### src/rtl/seq_pkg.sv
package seq_pkg;
    localparam logic [7:0] OP_PAUSE = 8'h80;
    localparam logic [7:0] OP_PRINT = 8'h81;
    localparam logic [7:0] OP_AWAIT = 8'h82;
    localparam logic [7:0] OP_JUMP  = 8'h83;
    localparam logic [7:0] OP_STOP  = 8'h84;
    localparam logic [7:0] END_MARK = 8'h00;

    typedef enum logic [2:0] {
        ST_FETCH,
        ST_OPND,
        ST_DELAY,
        ST_SEND,
        ST_WAIT,
        ST_HALT
    } st_e;
endpackage

### src/rtl/seq_rom.sv
module seq_rom #(
    parameter int unsigned          LEN   = 8,
    parameter int unsigned          AW    = 3,
    parameter logic [8*LEN-1:0]     IMAGE = '0
) (
    input  logic [AW-1:0] addr,
    output logic [7:0]    rd_byte
);
    logic [7:0] mem [LEN];

    for (genvar g = 0; g < LEN; g++) begin : g_cell
        assign mem[g] = IMAGE[8*g +: 8];
    end

    assign rd_byte = mem[addr];
endmodule

### src/rtl/seq_tick.sv
module seq_tick #(
    parameter int unsigned UNIT_CYCLES = 16
) (
    input  logic clk,
    input  logic rst,
    input  logic clr,
    output logic tick
);
    if (UNIT_CYCLES <= 1) begin : g_flat
        logic unused_in;
        assign unused_in = ^{clk, rst, clr};
        assign tick = 1'b1;
    end else begin : g_cnt
        localparam int unsigned PW = $clog2(UNIT_CYCLES);
        localparam logic [PW-1:0] TOP = PW'(UNIT_CYCLES - 1);
        logic [PW-1:0] cnt;

        always_ff @(posedge clk) begin
            if (rst || clr)
                cnt <= '0;
            else if (cnt == TOP)
                cnt <= '0;
            else
                cnt <= cnt + 1'b1;
        end

        assign tick = (cnt == TOP);
    end
endmodule

### src/rtl/seq_dly.sv
module seq_dly (
    input  logic       clk,
    input  logic       rst,
    input  logic       load,
    input  logic [7:0] count,
    input  logic       tick,
    output logic [7:0] left,
    output logic       last
);
    always_ff @(posedge clk) begin
        if (rst)
            left <= '0;
        else if (load)
            left <= count;
        else if (tick && left != 8'd0)
            left <= left - 8'd1;
    end

    assign last = (left == 8'd1);
endmodule

### src/rtl/msg_script_engine.sv
module msg_script_engine #(
    parameter int unsigned             PROG_LEN    = 8,
    parameter int unsigned             UNIT_CYCLES = 16,
    parameter logic [8*PROG_LEN-1:0]   PROGRAM     = {8'h00, 8'h84, 8'h00, 8'h4B,
                                                      8'h4F, 8'h81, 8'h08, 8'h80}
) (
    input  logic       clk,
    input  logic       rst,
    input  logic       txq_full,
    output logic       txq_wr,
    output logic [7:0] txq_byte,
    input  logic       rxq_valid,
    input  logic [7:0] rxq_byte
);
    import seq_pkg::*;

    localparam int unsigned        ADDR_W  = (PROG_LEN > 1) ? $clog2(PROG_LEN) : 1;
    localparam logic [ADDR_W-1:0]  LAST_PC = ADDR_W'(PROG_LEN - 1);

    st_e               st, st_n;
    logic [ADDR_W-1:0] pc, pc_n;
    logic [7:0]        op, op_n;
    logic [7:0]        want, want_n;
    logic [7:0]        rom_b;
    logic [ADDR_W-1:0] jmp_tgt;
    logic              emit, dly_load, tick_clr, tick, dly_last;
    logic [7:0]        dly_left;

    function automatic logic [ADDR_W-1:0] pc_inc(input logic [ADDR_W-1:0] a);
        if (a == LAST_PC)
            return '0;
        return a + 1'b1;
    endfunction

    seq_rom #(.LEN(PROG_LEN), .AW(ADDR_W), .IMAGE(PROGRAM)) u_rom (
        .addr(pc), .rd_byte(rom_b)
    );

    seq_tick #(.UNIT_CYCLES(UNIT_CYCLES)) u_tick (
        .clk(clk), .rst(rst), .clr(tick_clr), .tick(tick)
    );

    seq_dly u_dly (
        .clk(clk), .rst(rst), .load(dly_load), .count(rom_b),
        .tick(tick), .left(dly_left), .last(dly_last)
    );

    assign jmp_tgt = ({24'd0, rom_b} < PROG_LEN) ? ADDR_W'(rom_b) : '0;

    // next-state and datapath decisions
    always_comb begin
        st_n     = st;
        pc_n     = pc;
        op_n     = op;
        want_n   = want;
        emit     = 1'b0;
        dly_load = 1'b0;
        tick_clr = 1'b0;
        unique case (st)
            ST_FETCH: begin
                pc_n = pc_inc(pc);
                op_n = rom_b;
                case (rom_b)
                    OP_PRINT:                    st_n = ST_SEND;
                    OP_PAUSE, OP_AWAIT, OP_JUMP: st_n = ST_OPND;
                    default:                     st_n = ST_HALT;
                endcase
            end
            ST_OPND: begin
                pc_n = pc_inc(pc);
                case (op)
                    OP_PAUSE: begin
                        dly_load = 1'b1;
                        tick_clr = 1'b1;
                        st_n     = (rom_b == 8'd0) ? ST_FETCH : ST_DELAY;
                    end
                    OP_AWAIT: begin
                        want_n = rom_b;
                        st_n   = ST_WAIT;
                    end
                    OP_JUMP: begin
                        pc_n = jmp_tgt;
                        st_n = ST_FETCH;
                    end
                    default: st_n = ST_HALT;
                endcase
            end
            ST_DELAY: begin
                if (tick && dly_last)
                    st_n = ST_FETCH;
            end
            ST_SEND: begin
                if (rom_b == END_MARK) begin
                    pc_n = pc_inc(pc);
                    st_n = ST_FETCH;
                end else if (!txq_full) begin
                    emit = 1'b1;
                    pc_n = pc_inc(pc);
                end
            end
            ST_WAIT: begin
                if (rxq_valid && rxq_byte == want)
                    st_n = ST_FETCH;
            end
            ST_HALT: st_n = ST_HALT;
        endcase
    end

    // state register
    always_ff @(posedge clk) begin
        if (rst) begin
            st   <= ST_FETCH;
            pc   <= '0;
            op   <= '0;
            want <= '0;
        end else begin
            st   <= st_n;
            pc   <= pc_n;
            op   <= op_n;
            want <= want_n;
        end
    end

    // registered transmit outputs
    always_ff @(posedge clk) begin
        if (rst) begin
            txq_wr   <= 1'b0;
            txq_byte <= '0;
        end else begin
            txq_wr <= emit;
            if (emit)
                txq_byte <= rom_b;
        end
    end
endmodule

### config.mk
export PLATFORM = sky130hd
export DESIGN_NAME = msg_script_engine
export DESIGN_NICKNAME = d
export VERILOG_FILES = /design/src/rtl/seq_pkg.sv /design/src/rtl/seq_rom.sv /design/src/rtl/seq_tick.sv /design/src/rtl/seq_dly.sv /design/src/rtl/msg_script_engine.sv
export SDC_FILE = /design/constraint.sdc
export NUM_CORES = 1
export LEC_CHECK = 0
export BUFFER_PORTS_ARGS = -buffer_cell sky130_fd_sc_hd__buf_2
export CAP_MARGIN = 20
export CORE_MARGIN = 3
export CORE_UTILIZATION = 30
export DETAILED_ROUTE_END_ITERATION = 6
export GPL_TIMING_DRIVEN = 0
export SLEW_MARGIN = 20
export SYNTH_ARGS = -nofsm -noshare
export SYNTH_HDL_FRONTEND = slang
export SYNTH_SLANG_ARGS = --single-unit
### constraint.sdc
create_clock -name clk -period 2.6 [get_ports clk]
set_clock_uncertainty 0.05 [all_clocks]
set_input_delay 0.39 -clock clk [delete_from_list [all_inputs] [get_ports clk]]
set_output_delay 0.39 -clock clk [all_outputs]
set_load 0.03 [all_outputs]
-- Yosys cells after proc, flatten, opt, wreduce, memory -nomap -nowiden
Memory sizes are Yosys's and may differ from the RTL's.
Cells that the tools add are included.
- logic and storage cells: 83
- bits in registers: 43
- output and inout bits: 9
- memories kept: 1
- bits in read-only memories: 64
- memories (memory ; depth ; bits a word ; read ports ; clocked after Yosys merged registers in ; write ports ; RTL line ; RTL):
    (name not given) ; 8 ; 8 ; 1 ; 0 ; 0 ; seq_rom.sv:15 ; assign rd_byte = mem[addr];
- equal/unequal tests: 20
- bitwise operators: 1
- mux-type cells: 34
- reductions and logical operators: 14
- add/sub/neg operators: 3
- order comparisons: 2
- operators by type and width (cell ; count):
    equality test 8 bit, second input constant ; 7
    two-way mux 3 bit ; 12
    two-way mux 8 bit ; 4
    one-hot mux 3 bit (3 select lines) ; 2
    one-hot mux 3 bit (6 select lines) ; 1
    two-way mux 1 bit ; 13
    equality test 3 bit, second input constant ; 3
    equality test 8 x 1 -> 1 bit, second input constant ; 1
    equality test 8 bit ; 1
    zero test 8 bit ; 1
    < comparator 8 x 4 -> 1 bit, second input constant ; 1
    nonzero test 8 bit ; 1
    subtractor 8 x 1 -> 8 bit, second input constant ; 1
    equality test 3 x 2 -> 1 bit, second input constant ; 2
    != test 2 bit, second input constant ; 3
    one-hot mux 3 bit (2 select lines) ; 1
    adder 4 x 1 -> 4 bit, second input constant ; 1
    equality test 4 bit, second input constant ; 1
    >= comparator 4 bit, second input constant ; 1
    inverter 3 -> 4 bit ; 1
    AND reduction 2 bit ; 2
    adder 3 x 1 -> 3 bit, second input constant ; 1
    equality test 3 x 1 -> 1 bit, second input constant ; 1
    logical AND 1 bit ; 3
    9 further kinds ; 9

-- Depth between registers and ports, before layout
- depth in word-level cells: 11
- depth in mapped cells: 6
- depth with buffers taken out: 6

-- By module
Synthesis repeated with hierarchy kept, for this count alone.
- cells, all modules: 271
- area total of the unflattened synthesis: 2344.7 µm²
- modules (own cells, without submodules) (module ; seq. area each (µm²) ; area each (µm²) ; cells each ; instances):
    msg_script_engine ; 620.6 ; 1581.5 ; 182 ; 1
    seq_dly ; 160.2 ; 524.3 ; 59 ; 1
    seq_tick ; 80.1 ; 157.7 ; 16 ; 1
    seq_rom ; 0.0 ; 81.3 ; 14 ; 1

-- Least setup slack after synthesis
No wires, ideal clock.
- path type: register -> register
- start point: register pc[0]
- end point: register txq_byte[0]
- library setup time: 0.128 ns
- buffers on the path: 0
- arrival time: 1.711 ns
- path slack: 0.712 ns
- period minus slack after synthesis: 1.888 ns
- cell stages (with the launch flop): 7
- cell sequence: dfxtp_1 -> inv_1 -> ha_1 -> or3b_2 -> nand3_1 -> mux2i_1 -> nor2_1
- longest elaborated chain between the ends: 7
- RTL lines (what ; RTL line ; RTL):
    start, declared ; msg_script_engine.sv:21 ; logic [ADDR_W-1:0] pc, pc_n;
    start signal, assigned ; msg_script_engine.sv:118 ; pc <= pc_n;
    inverter 3 -> 4 bit (implied by the code) (*) ; seq_rom.sv:15 ;
    memory (8 x 8 bit) (*) ; - ;
    two-way mux 8 bit (implied by the code) (*) (2 in a row) ; seq_rom.sv:15 ;
    zero test 8 bit ; msg_script_engine.sv:93 ; if (rom_b == END_MARK) begin
    two-way mux 1 bit ; msg_script_engine.sv:93 ;
    two-way mux 1 bit ; msg_script_engine.sv:59 ; unique case (st)
    end signal, assigned ; msg_script_engine.sv:132 ; txq_byte <= rom_b;
    end, declared ; msg_script_engine.sv:11 ; output logic [7:0] txq_byte,
Mark *: on every way between the ends. The rest lies on a longest branch, timed or not. The select of a mux whose other input is x is not followed.
A chain may end at the register's enable or synchronous reset.

-- Worst setup path after layout
- start point: register pc[0]
- end point: register txq_byte[7]
Same word-level chain as after synthesis.

==> summary.md <==
| Metric | Value |
|---|---|
| Status | `completed` |
| Kind of critical path | `reg -> reg` |
| Final HPWL DP | `2.67 mm` |
| Total number of vias | `1511` |
| Xor/xnor cell area share of the yosys netlist | `4.43%` |
| Synth warn | `0` |
| DRC Markers | `0` |
| Critical-path maximum fanout | `7` |
| Gr ovfl total | `0` |
| Vias in the first global route | `1464` |
| Synth Area in Adders | `4.92%` |
| Net Sw Frac | `36.6%` |
| Fin. Hold Viols | `0` |
| PortBufs | `17` |
| Via/cell ratio | `5.05` |
| Largest net degree at the start of global routing | `11` |
| Antenna Nets Post-Route | `0` |
| Seq/Total Area, Yosys | `38.2%` |
| Die area | `0.00690 mm²` |
| CTS Hold Bufs | `0` |
| Clk root buf | `clkbuf_8` |
| Most frequent cells in the layout | `dfxtp_1, nor2_1, buf_2` |
| # fillers | `578` |
| Clock group share of total power | `25.8%` |
| Wire per inst | `12.3 µm` |
| Post-synth EDFFs | `0` |
| Cts bufs inserted | `5` |
| Max-slew headroom | `57.1%` |
| Max IR drop VDD | `0.000270 V` |
| Placement Rows | `27` |
| Final critical-path required period | `2.15 ns` |
| Total GRT Usage | `12.0%` |
| CTS sink cnt | `34` |
| TritonCTS clock tree | `built` |
| Initial core utilization | `31.6%` |
| Setup Total Neg Slack | `0 ns` |
| Nets | `245` |
| Drt first pass iters | `4` |
| Cells after synthesis | `201` |
| Synth async-reset ratio | `0%` |
| Internal | `1.18 mW` |
| Final Wtd Congestion | `0.812` |
| FMAX | `466 MHz` |
| Initial antenna violation count | `0` |
| First-pass GRT wire length | `6.73 mm` |
| H-tree Lvls | `2` |
| PD cells | `902 mW/mm²` |
| Period utilization | `82.6%` |
| Main synth FF type | `dfxtp_1` |
| Post-Syn Area | `0.00178 mm²` |
| PostCTS Resize Cnt | `0` |
| Max-cap violations | `0` |
| Slew at the pin with the worst max-slew slack | `0.638 ns` |
| Worst-path clk slew | `0.07 ns` |
| Synth Area in Compound Gates | `13.1%` |
| Hold_ws | `0.413 ns` |
| Max-slew violation count | `0` |
| Vert. Die Dim | `83.0 µm` |
| Total core area | `0.00564 mm²` |
| Worst hold-check path type | `reg -> reg` |
| Reg power frac | `39.0%` |
| Main combinational cell family by area after synthesis | `simple AND/OR/NAND/NOR gates` |
| Logic pwr share | `35.2%` |
| Syn Area/Cell | `8.86 µm²` |
| Layout cell share with drive strength beyond 1 | `16.7%` |
| Simple-gate share of the synthesized area | `26.8%` |
| Worst-Skew Late Latency | `0.30 ns` |
| Worst endpoint required time | `2.72 ns` |
| Netlist cell types | `44` |
| Total wire length | `3.67 mm` |
| Final setup vio count | `0` |
| Critical Path Start Type | `flop` |
| Data arrival time of the worst path | `2.27 ns` |
| Setup repair after global routing missed its margin | `no` |
| Area growth from synthesis to layout | `16.0%` |
| Crit. End Element | `flop` |
| Starting DRT DRC Count | `73` |
| Sw power | `682 µW` |
| Post-CTS setup buffers | `0` |
| Number of synthesized register bits | `34` |
| Leakage | `0.828 nW` |
| CTS max path bufs | `2` |
| Multiplexer share of the synthesized area | `7.38%` |
| Die X | `83.0 µm` |
| Commonest non-fill, non-tap cell in the layout | `dfxtp_1` |
| Pwr Total | `1.86 mW` |
| Number of inserted diodes | `0` |
| I/O Pins | `21` |
critical path: stages (launching register included):
cell and delay, ns:
dfxtp_1 0.43, inv_1 0.13, ha_1 0.27, or3b_2 0.51, nand3_1 0.35, mux2i_1 0.23
nor2_1 0.05
kinds of logic after synthesis:
| group | after synthesis |
|---|---|
| compound gates | 35 |
| mux | 13 |
| flops | 34 |
| xor+xnor | 9 |
| buf+inv | 20 |
| simple gates | 82 |
| fa+ha+maj | 7 |
| other cells | 1 |
synth_stat cells (2+ instances only):
library cell / number / area (µm²)
inv_1: 9 / 33.8
nor2_1: 24 / 90.1
buf_4: 3 / 22.5
and3_1: 3 / 18.8
dfxtp_1: 34 / 681
ha_1: 7 / 87.6
and4_1: 2 / 17.5
nand2b_1: 5 / 31.3
nor3_2: 2 / 20.0
a41oi_1: 2 / 17.5
nand3_1: 7 / 35.0
or3_1: 2 / 12.5
nor4_2: 2 / 25.0
a211oi_1: 10 / 75.1
clkbuf_1: 7 / 26.3
mux2i_1: 12 / 120
xnor2_1: 9 / 78.8
and2_1: 2 / 12.5
a21oi_1: 8 / 40.0
nand2_1: 4 / 15.0
nor3b_1: 5 / 37.5
o21ai_0: 8 / 40.0
nor2b_1: 7 / 43.8
nor3_1: 6 / 30.0
nand4_1: 2 / 12.5
registers in the layout (all words and copies together) (netlist names):
register,cells
u_tick.g_cnt.cnt,4
txq_byte,5
st,3
pc,3
want,5
u_dly.left,8
op,5
txq_wr,1
power by group through the flow:
stage	sequential, mW	combinational (mW)	clock [mW]
floorplan	0.711	0.523	0
global placement	0.733	0.652	0
detailed placement	0.737	0.654	0
CTS	0.726	0.656	0.494
global route	0.745	0.751	0.512
finish	0.727	0.655	0.482
through the flow:
step           utilization [%]  worst slack [ns]  cell area, µm²  std cells
2_1_floorplan                -             0.712            1780        202
3_3_place_gp              34.7             0.474            1960        291
3_5_place_dp              34.7             0.445            1960        291
4_1_cts                   36.6             0.438            2070        299
5_1_grt                   36.6             0.233            2070        299
6_report                  36.6             0.452            2070        299
final cells by class:
cell class	instances	area, µm²	share of cell area, %
flip-flops and latches	34	681	32.9
plain buffers	11	53.8	2.60
inverters	9	33.8	1.64
multi-input cells	148	1020	49.2
clock inverters	1	30.0	1.45
repair buffers	17	85.1	4.12
well taps	72	90.1	4.36
clock buffers	7	76.3	3.69
per-layer routing:
layer  track usage [%]  vias to the layer above  part of all wire, %  wire, µm
li1                  -                      761                    -         -
met1              16.3                      696                   50      1840
met2              16.6                       43                   41      1510
met3              3.37                       11                  6.0       221
met4              7.13                        0                  2.9       107
met5                 0                        -                    0         0
worst paths after layout:
path	from	end	slack, ns	cells after the start
min reg2reg	txq_byte[2]	txq_byte[2]	0.41	2
min	txq_byte[2]	txq_byte[2]	0.41	2
max reg2reg	pc[0]	txq_byte[7]	0.45	6
max	pc[0]	txq_byte[7]	0.45	6
(Power assumes the default switching activity.)
